### config.mk
export PLATFORM = sky130hd
export DESIGN_NAME = kbd_reply_queue
export DESIGN_NICKNAME = d
export VERILOG_FILES = /design/src/rtl/kbdq_pkg.sv /design/src/rtl/kbdq_keymap.sv /design/src/rtl/kbdq_reply_seq.sv /design/src/rtl/kbdq_fifo.sv /design/src/rtl/kbd_reply_queue.sv
export SDC_FILE = /design/constraint.sdc
export NUM_CORES = 2
export LEC_CHECK = 0
export ABC_CLOCK_PERIOD_IN_PS = 14500
export BUFFER_PORTS_ARGS = -buffer_cell sky130_fd_sc_hd__buf_2
export CELL_PAD_IN_SITES_DETAIL_PLACEMENT = 0
export CELL_PAD_IN_SITES_GLOBAL_PLACEMENT = 2
export CORE_MARGIN = 4
export CORE_UTILIZATION = 46
export CTS_CLUSTER_SIZE = 10
export DETAILED_ROUTE_END_ITERATION = 16
export MAX_ROUTING_LAYER = met4
export PLACE_DENSITY = 0.75
export SETUP_SLACK_MARGIN = 0.4
export SYNTH_ARGS = -nofsm -noshare
export SYNTH_HDL_FRONTEND = slang
export SYNTH_SLANG_ARGS = --single-unit
export TNS_END_PERCENT = 30
### constraint.sdc
create_clock -name clk -period 14.5 [get_ports clk]
set_input_delay 1.45 -clock clk [delete_from_list [all_inputs] [get_ports clk]]
set_output_delay 1.45 -clock clk [all_outputs]
set_load 0.02 [all_outputs]
### src/rtl/kbdq_pkg.sv
package kbdq_pkg;
  localparam int BYTE_W    = 8;
  localparam int CODE_W    = BYTE_W - 1;
  localparam int KEY_COUNT = 1 << CODE_W;
  localparam int KIDX_W    = $clog2(KEY_COUNT);
  localparam int MAX_REPLY = 3;
  localparam int STEP_W    = $clog2(MAX_REPLY + 1);

  localparam logic [BYTE_W-1:0] CMD_RESET  = 8'h01;
  localparam logic [BYTE_W-1:0] CMD_LAYOUT = 8'h07;

  typedef enum logic [1:0] {
    RPL_NONE   = 2'd0,
    RPL_RESET  = 2'd1,
    RPL_LAYOUT = 2'd2
  } reply_e;

  function automatic reply_e decode_cmd(logic [BYTE_W-1:0] b);
    case (b)
      CMD_RESET:  return RPL_RESET;
      CMD_LAYOUT: return RPL_LAYOUT;
      default:    return RPL_NONE;
    endcase
  endfunction

  function automatic logic [STEP_W-1:0] reply_len(reply_e k);
    case (k)
      RPL_RESET:  return STEP_W'(3);
      RPL_LAYOUT: return STEP_W'(2);
      default:    return '0;
    endcase
  endfunction

  function automatic logic [BYTE_W-1:0] reply_byte(reply_e k, logic [STEP_W-1:0] i);
    case (k)
      RPL_RESET:  return (i == STEP_W'(2)) ? 8'h05 : 8'hFF;
      RPL_LAYOUT: return (i == '0) ? 8'hFE : 8'h20;
      default:    return '0;
    endcase
  endfunction

  function automatic logic [KEY_COUNT*CODE_W-1:0] default_keymap();
    logic [KEY_COUNT*CODE_W-1:0] m;
    m = '0;
    for (int i = 0; i < KEY_COUNT; i++) begin
      m[i*CODE_W +: CODE_W] = CODE_W'((5 * i + 3) % KEY_COUNT);
    end
    return m;
  endfunction
endpackage

### src/rtl/kbdq_keymap.sv
module kbdq_keymap
  import kbdq_pkg::*;
#(
  parameter logic [KEY_COUNT*CODE_W-1:0] MAP = default_keymap()
) (
  input  logic [KIDX_W-1:0] idx,
  input  logic              release_flag,
  output logic [BYTE_W-1:0] code
);
  logic [CODE_W-1:0] entry;

  always_comb begin
    entry = MAP[int'(idx)*CODE_W +: CODE_W];
    code  = {release_flag, entry};
  end
endmodule

### src/rtl/kbdq_reply_seq.sv
module kbdq_reply_seq
  import kbdq_pkg::*;
(
  input  logic              clk,
  input  logic              rst_n,
  input  logic              cmd_valid,
  input  logic [BYTE_W-1:0] cmd_data,
  output logic              idle,
  output logic              push_valid,
  output logic [BYTE_W-1:0] push_byte
);
  reply_e            kind_q;
  reply_e            kind_d;
  logic [STEP_W-1:0] step_q;
  logic [STEP_W-1:0] left_q;

  assign kind_d     = decode_cmd(cmd_data);
  assign idle       = (left_q == '0);
  assign push_valid = !idle;
  assign push_byte  = reply_byte(kind_q, step_q);

  always_ff @(posedge clk) begin
    if (!rst_n) begin
      kind_q <= RPL_NONE;
      step_q <= '0;
      left_q <= '0;
    end else if (push_valid) begin
      step_q <= step_q + 1'b1;
      left_q <= left_q - 1'b1;
    end else if (cmd_valid && kind_d != RPL_NONE) begin
      kind_q <= kind_d;
      step_q <= '0;
      left_q <= reply_len(kind_d);
    end
  end
endmodule

### src/rtl/kbdq_fifo.sv
module kbdq_fifo #(
  parameter int DEPTH = 256,
  parameter int DW    = 8,
  localparam int AW   = $clog2(DEPTH),
  localparam int CW   = $clog2(DEPTH + 1)
) (
  input  logic          clk,
  input  logic          rst_n,
  input  logic          wr_en,
  input  logic [DW-1:0] wr_data,
  input  logic          rd_en,
  output logic [DW-1:0] head,
  output logic [CW-1:0] occ
);
  logic [DW-1:0] mem [DEPTH];
  logic [AW-1:0] wptr, rptr, wptr_nxt, rptr_nxt;
  logic          do_wr, do_rd;

  assign do_wr = wr_en && (occ != CW'(DEPTH));
  assign do_rd = rd_en && (occ != '0);
  assign head  = mem[rptr];

  generate
    if (DEPTH == (1 << AW)) begin : g_pow2
      always_comb begin
        wptr_nxt = wptr + 1'b1;
        rptr_nxt = rptr + 1'b1;
      end
    end else begin : g_wrap
      always_comb begin
        wptr_nxt = (wptr == AW'(DEPTH - 1)) ? '0 : wptr + 1'b1;
        rptr_nxt = (rptr == AW'(DEPTH - 1)) ? '0 : rptr + 1'b1;
      end
    end
  endgenerate

  always_ff @(posedge clk) begin
    if (do_wr) mem[wptr] <= wr_data;
  end

  always_ff @(posedge clk) begin
    if (!rst_n) begin
      wptr <= '0;
      rptr <= '0;
      occ  <= '0;
    end else begin
      if (do_wr) wptr <= wptr_nxt;
      if (do_rd) rptr <= rptr_nxt;
      case ({do_wr, do_rd})
        2'b10:   occ <= occ + 1'b1;
        2'b01:   occ <= occ - 1'b1;
        default: occ <= occ;
      endcase
    end
  end
endmodule

### src/rtl/kbd_reply_queue.sv
module kbd_reply_queue
  import kbdq_pkg::*;
#(
  parameter int DEPTH = 256,
  parameter logic [KEY_COUNT*CODE_W-1:0] KEYMAP = default_keymap(),
  localparam int CW = $clog2(DEPTH + 1)
) (
  input  logic              clk,
  input  logic              rst_n,
  input  logic              cmd_valid,
  output logic              cmd_ready,
  input  logic [BYTE_W-1:0] cmd_data,
  input  logic              key_valid,
  output logic              key_ready,
  input  logic [KIDX_W-1:0] key_index,
  input  logic              key_release,
  output logic              rd_valid,
  input  logic              rd_ready,
  output logic [BYTE_W-1:0] rd_data
);
  logic              seq_idle, seq_push;
  logic [BYTE_W-1:0] seq_byte, key_code, push_data, head;
  logic              push_req;
  logic [CW-1:0]     occ;

  kbdq_reply_seq u_seq (
    .clk       (clk),
    .rst_n     (rst_n),
    .cmd_valid (cmd_valid),
    .cmd_data  (cmd_data),
    .idle      (seq_idle),
    .push_valid(seq_push),
    .push_byte (seq_byte)
  );

  kbdq_keymap #(.MAP(KEYMAP)) u_map (
    .idx         (key_index),
    .release_flag(key_release),
    .code        (key_code)
  );

  assign cmd_ready = seq_idle;
  assign key_ready = seq_idle;
  assign push_req  = seq_push || (key_valid && seq_idle);
  assign push_data = seq_push ? seq_byte : key_code;

  kbdq_fifo #(.DEPTH(DEPTH), .DW(BYTE_W)) u_fifo (
    .clk    (clk),
    .rst_n  (rst_n),
    .wr_en  (push_req),
    .wr_data(push_data),
    .rd_en  (rd_ready),
    .head   (head),
    .occ    (occ)
  );

  assign rd_valid = (occ != '0);
  assign rd_data  = rd_valid ? head : '0;
endmodule

Yosys cells after proc, flatten, opt, wreduce, memory -nomap -nowiden

Memories as Yosys holds them, arrays and structs flattened. A register that Yosys moved wholly into a read port is not among the register bits.
Cells that the tools add are included.
Widths: inputs -> output; s select.

Memory bits (writable): 2048
Output and inout port bits: 11
Bits in registers: 31
Input port bits: 21
Word-level logic and storage cells: 54
Memories: 1

Shifts and indexed selects: 1
$add $sub $neg: 6
Reductions and logical operators: 12
Multipliers: 1
Equality and inequality tests: 11
Mux-type cells: 16

Memories:

| memory     | depth | bits a word | read ports | clocked after memory_dff | write ports | line            | source |
|---|---|---|---|---|---|---|---|
| u_fifo.mem | 256   | 8           | 1          | 1                        | 1           | kbdq_fifo.sv:15 | `logic [DW-1:0] mem [DEPTH];` |

Operators by type and width:

| kind                      | number |
|---|---|
| $shiftx 896x32->7 const A | 1 |
| $mux 8                    | 6 |
| $pmux 9 s2                | 1 |
| $add 8x1->8 const B       | 2 |
| $pmux 8 s2                | 1 |
| $mul 7x3->10 const B      | 1 |
| $add 9x1->9 const B       | 1 |
| $ne 9x9->1 const B        | 1 |
| $reduce_bool 9->1         | 1 |
| $sub 9x1->9 const B       | 1 |
| $eq 2x2->1 const B        | 4 |
| $eq 8x1->1 const B        | 1 |
| $eq 8x3->1 const B        | 1 |
| $mux 2                    | 4 |
| $pmux 2 s2                | 2 |
| $eq 2x1->1 const B        | 3 |
| $logic_and 1x1->1         | 4 |
| $logic_not 2->1           | 2 |
| $reduce_bool 2->1         | 2 |
| $add 2x1->2 const B       | 1 |
| $mux 1                    | 2 |
| $ne 2x1->1 const B        | 1 |
| $reduce_and 2->1          | 1 |
| $sub 2x1->2 const B       | 1 |
| 2 further kinds           | 2 |

Longest topological paths before layout

Depth in word-level cells: 6
Depth in mapped cells: 15
Depth with buffers taken out: 11

Modules after synthesis

A second synthesis with hierarchy kept.

Cell total of the unflattened synthesis: 3924
Area, all modules: 82370.2 sq um

Modules (own cells, without submodules):

| module          | instances | area each (sq um) | seq. area each (sq um) | cells an instance |
|---|---|---|---|---|
| kbdq_fifo       | 1         | 81358.0           | 62159.6                | 3790 |
| kbdq_reply_seq  | 1         | 437.9             | 120.1                  | 53 |
| kbdq_keymap     | 1         | 344.1             | 0.0                    | 50 |
| kbd_reply_queue | 1         | 230.2             | 0.0                    | 31 |

Worst setup path after synthesis

No wires, ideal clock.

Path kind: input to register
Start: input port key_index[3]
End: memory u_fifo.mem[0][6], data pin
Stages on the path: 5
Data required time: 12313 ps
Path buffers: 1
Setup slack: 184 ps
Library setup time: 2187 ps
Data arrival time: 12129 ps
Path through: clkbuf_1 -> o21ai_0 -> a211oi_1 -> o21ai_0 -> o21ai_0

Longest elaborated chain between the ends: 3

RTL lines:

| item               | line                  | source |
|---|---|---|
| start: declaration | kbd_reply_queue.sv:15 | `input logic [KIDX_W-1:0] key_index,` |
| $mul 7x3->10       | kbdq_keymap.sv:13     | `entry = MAP[int'(idx)*CODE_W +: CODE_W];` |
| $shiftx 896x32->7  | kbdq_keymap.sv:13     |  |
| $mux 8             | kbd_reply_queue.sv:45 | `assign push_data = seq_push ? seq_byte : key_code;` |
| net push_data[6]   | kbd_reply_queue.sv:22 | `logic [BYTE_W-1:0] seq_byte, key_code, push_data, head;` |
| end: declaration   | kbdq_fifo.sv:15       |  |

The timed path passes the listed nets, and every way through them passes these cells.

==> impl_metrics.toml <==
[power_and_ir_drop]
powerDensity_mw_per_mm2 = 157.1
p_sw_mw = 3.555
power_frac_comb_pct = 16.3
switching_share_pct = 25.08
p_int_mw = 10.62
power_frac_clock_pct = 35.6
finalPower_mw = 14.18
power.share.sequential_pct = 48.1
leakage_nw = 26.77
peakVddDrop_mv = 0.1199

[final_layout]
fin_cells = 6288
nNetsFinal = 3946
drive_above_1_share_pct = 24.17
finish.utilization_pct = 51.70
area_growth_pct = 11.29
fill_cells = 13500
regArea_mm2 = 0.06229
multiInputGateArea_mm2 = 0.01789

[logic_synthesis]
yosys_warnings = 0
async_reset_ff_share_pct = 0
synth_edf_count = 2048
syn_inst = 3787
avgSynthCellArea_um2 = 21.42
ys_seq_elements = 2087
ys_types = 65
synth_area_mm2 = 0.08110
seq_area_frac_synth_pct = 76.79
synth_fp_nets = 3828
synth_ff_type = "edfxtp_1"

[place]
dp_slack_ns = 7.706
place_congestion = 0.8452
numPlacedInstances = 5999
place_hpwl_um = 116700
portBuffers = 31

[grt]
antenna_found_initial = 7
grt_use_total_pct = 21.80
grt_busiest_layer = "met2"
grt_max_degree = 173
use_met1_pct = 31.12
grt_pass1_wl_um = 282900
overflow = 0
use_met3_pct = 3.405
first_global_vias = 39050
use_met2_pct = 32.99

[setup_path]
r2r-start = "u_seq.left_q[1]$_SDFFE_PN0P_"
path_max_fanout = 69
path_class = "reg -> out"
start_kind = "flop"
crit_arrival_ns = 6.17
rrSetupSlack_ns = 9.60
crit_required_ns = 13.05
end_kind = "output port"

[clocking]
cts_resized = 0
h-tree-depth = 4
ctsHoldBuffers = 0
postCtsSetupRepairBufs = 0
cts_buffers = 229
cts.clk_slew.worst_paths_ns = 0.05
cts.sinks = 2087
clk_path_buf_depth = 3
cts_tree = "done"
cts-root-buf = "clkbuf_16"
clock_latency_ns = 0.85

[timing]
tns_ns = 0
period_needed_ns = 7.623
max_freq_mhz = 131.2
rsz0062_at_grt = "false"
setup_slack_ns = 6.877
report.final.slew_viol_count = 0
worstMarginPinSlew_ns = 1.262
final-setup-viol-count = 0
fin_skew_ns = 0.04514
hold_viol_final = 0
slew_headroom_pct = 15.84
post-route-period-util_pct = 52.58

[die]
io_pins = 32
start_util_pct = 46.45
coreArea_mm2 = 0.1746
die_h_um = 427.9
dieArea_mm2 = 0.1831
row_count = 153
die_w_um = 427.9

[route]
dr.pass1.iters = 6
wl_per_cell_um = 30.98
drtIter0Drc = 4146
ant_nets = 0
num_vias = 38840
drc = 0
vias_per_cell = 6.177
drt_wl_total_um = 194800

[worst_hold_path]
hp-class = "reg -> reg"
hold_start = "u_seq.left_q[0]$_SDFFE_PN0P_"

[run]
maxCapViolCount = 0

[run_status]
status = "complete, no violations"
[area by class of cell]
| class | count | area share [%] |
|---|---|---|
| Inverter | 24 | 0.09981 |
| Clock buffer | 269 | 6.586 |
| Multi-Input combinational cell | 1450 | 19.82 |
| Sequential cell | 2087 | 69.02 |
| Tap cell | 2325 | 3.223 |
| Clock inverter | 16 | 0.3050 |
| Antenna cell | 4 | 0.01109 |
| Timing Repair Buffer | 113 | 0.9371 |
[final timing paths]
| path | end | cells past startpoint |
|---|---|---|
| max | rd_data[3] | 10 |
| min | u_seq.left_q[0]$_SDFFE_PN0P_ | 1 |
| max reg2reg | u_fifo.mem[149][4]$_DFFE_PP_ | 7 |
| min reg2reg | u_seq.left_q[0]$_SDFFE_PN0P_ | 1 |
[metal layers]
| layer | up-vias | part of all wire (%) |
|---|---|---|
| met1 | 21050 | 43 |
| met3 | 280 | 6.5 |
| met2 | 1450 | 48 |
| met4 | 0 | 2.7 |
| li1 | 16060 | - |
| met5 | - | 0 |
[registers in the layout (all words and copies together), names as in the netlist, named ones only]
signal        flops
u_fifo.mem     2048
u_fifo.occ        9
u_fifo.rptr       8
u_fifo.wptr       8
u_seq.kind_q      2
u_seq.left_q      2
u_seq.step_q      2
[synthesized netlist by cell type (3+ instances only)]
cell / instances / area share [%]
nand3_1: 29 / 0.18
clkbuf_1: 143 / 0.66
buf_1: 12 / 0.056
mux4_2: 550 / 15
nor3_1: 6 / 0.037
a211oi_1: 17 / 0.16
and3_1: 11 / 0.085
xnor2_1: 3 / 0.032
nand4bb_1: 5 / 0.069
a22o_1: 39 / 0.42
mux2_2: 20 / 0.28
nand2b_1: 5 / 0.039
o22ai_1: 105 / 0.81
nand3b_1: 4 / 0.037
mux2i_1: 41 / 0.51
a31oi_1: 7 / 0.054
nand4b_1: 3 / 0.032
inv_1: 22 / 0.10
buf_4: 12 / 0.11
a221oi_1: 30 / 0.32
a21boi_0: 3 / 0.028
dfxtp_1: 39 / 0.96
xor2_1: 12 / 0.13
o211ai_1: 10 / 0.093
nand4_1: 8 / 0.062
nor2b_1: 12 / 0.093
a21oi_1: 37 / 0.23
nand2_1: 55 / 0.25
or2_2: 3 / 0.023
ha_1: 20 / 0.31
nor2_1: 303 / 1.4
buf_2: 58 / 0.36
o21ai_0: 27 / 0.17
edfxtp_1: 2048 / 76
nor4_1: 24 / 0.19
or3_1: 14 / 0.11
or4_1: 3 / 0.028
o31ai_1: 6 / 0.056
[per-stage QoR]
stage,area (µm²),hold slack (ns)
detailed placement,84030,0.4669
global route,90260,0.5116
floorplan,81100,0.4383
CTS,90250,0.4747
global placement,84030,0.4678
finish,90260,0.4667
[power by group through the flow]
stage	logic, mW	clock network, mW	registers (mW)
global route	2.46	5.40	6.82
global placement	2.33	0	6.94
CTS	2.35	5.14	6.82
floorplan	1.67	0	6.99
detailed placement	2.34	0	6.94
finish	2.31	5.05	6.82
[kinds of logic (layout without fill, tap and decap cells)]
kind of cell | count (synthesis) | in the layout | share of synthesized area (%)
compound gates | 305 | 305 | 2.595
xor+xnor | 15 | 15 | 0.1620
fa+ha+maj | 22 | 22 | 0.3332
buf+inv | 250 | 422 | 1.304
flops | 2087 | 2087 | 76.79
mux | 611 | 611 | 16.06
other cells | 0 | 4 | 0
simple gates | 497 | 497 | 2.760
[cells in the final DEF, fill, tap and decap left out, types with 12 or more instances in the layout]
master	Yosys	final
a211oi_1	17	17
a21oi_1	37	36
a221oi_1	30	30
a22o_1	39	39
buf_2	58	31
buf_4	12	76
clkbuf_1	143	37
clkbuf_16	0	232
dfxtp_1	39	35
edfxtp_1	2048	2048
ha_1	20	20
inv_1	22	22
mux2_2	20	20
mux2i_1	41	41
mux4_2	550	550
nand2_1	55	53
nand3_1	29	29
nor2_1	303	302
nor4_1	24	21
o21ai_0	27	22
o22ai_1	105	105
or3_1	14	14
xor2_1	12	12
[worst max-delay path, stage by stage (launching register included)]
cell and delay, ns:
dfxtp_4 0.85, buf_4 0.81, buf_4 0.91, mux4_2 0.37, mux4_2 0.26, o22ai_1 0.20
nor4_1 0.86, buf_4 0.27, a31oi_1 0.05, o211ai_1 0.31, buf_2 0.28
(Power assumes the default switching activity.)
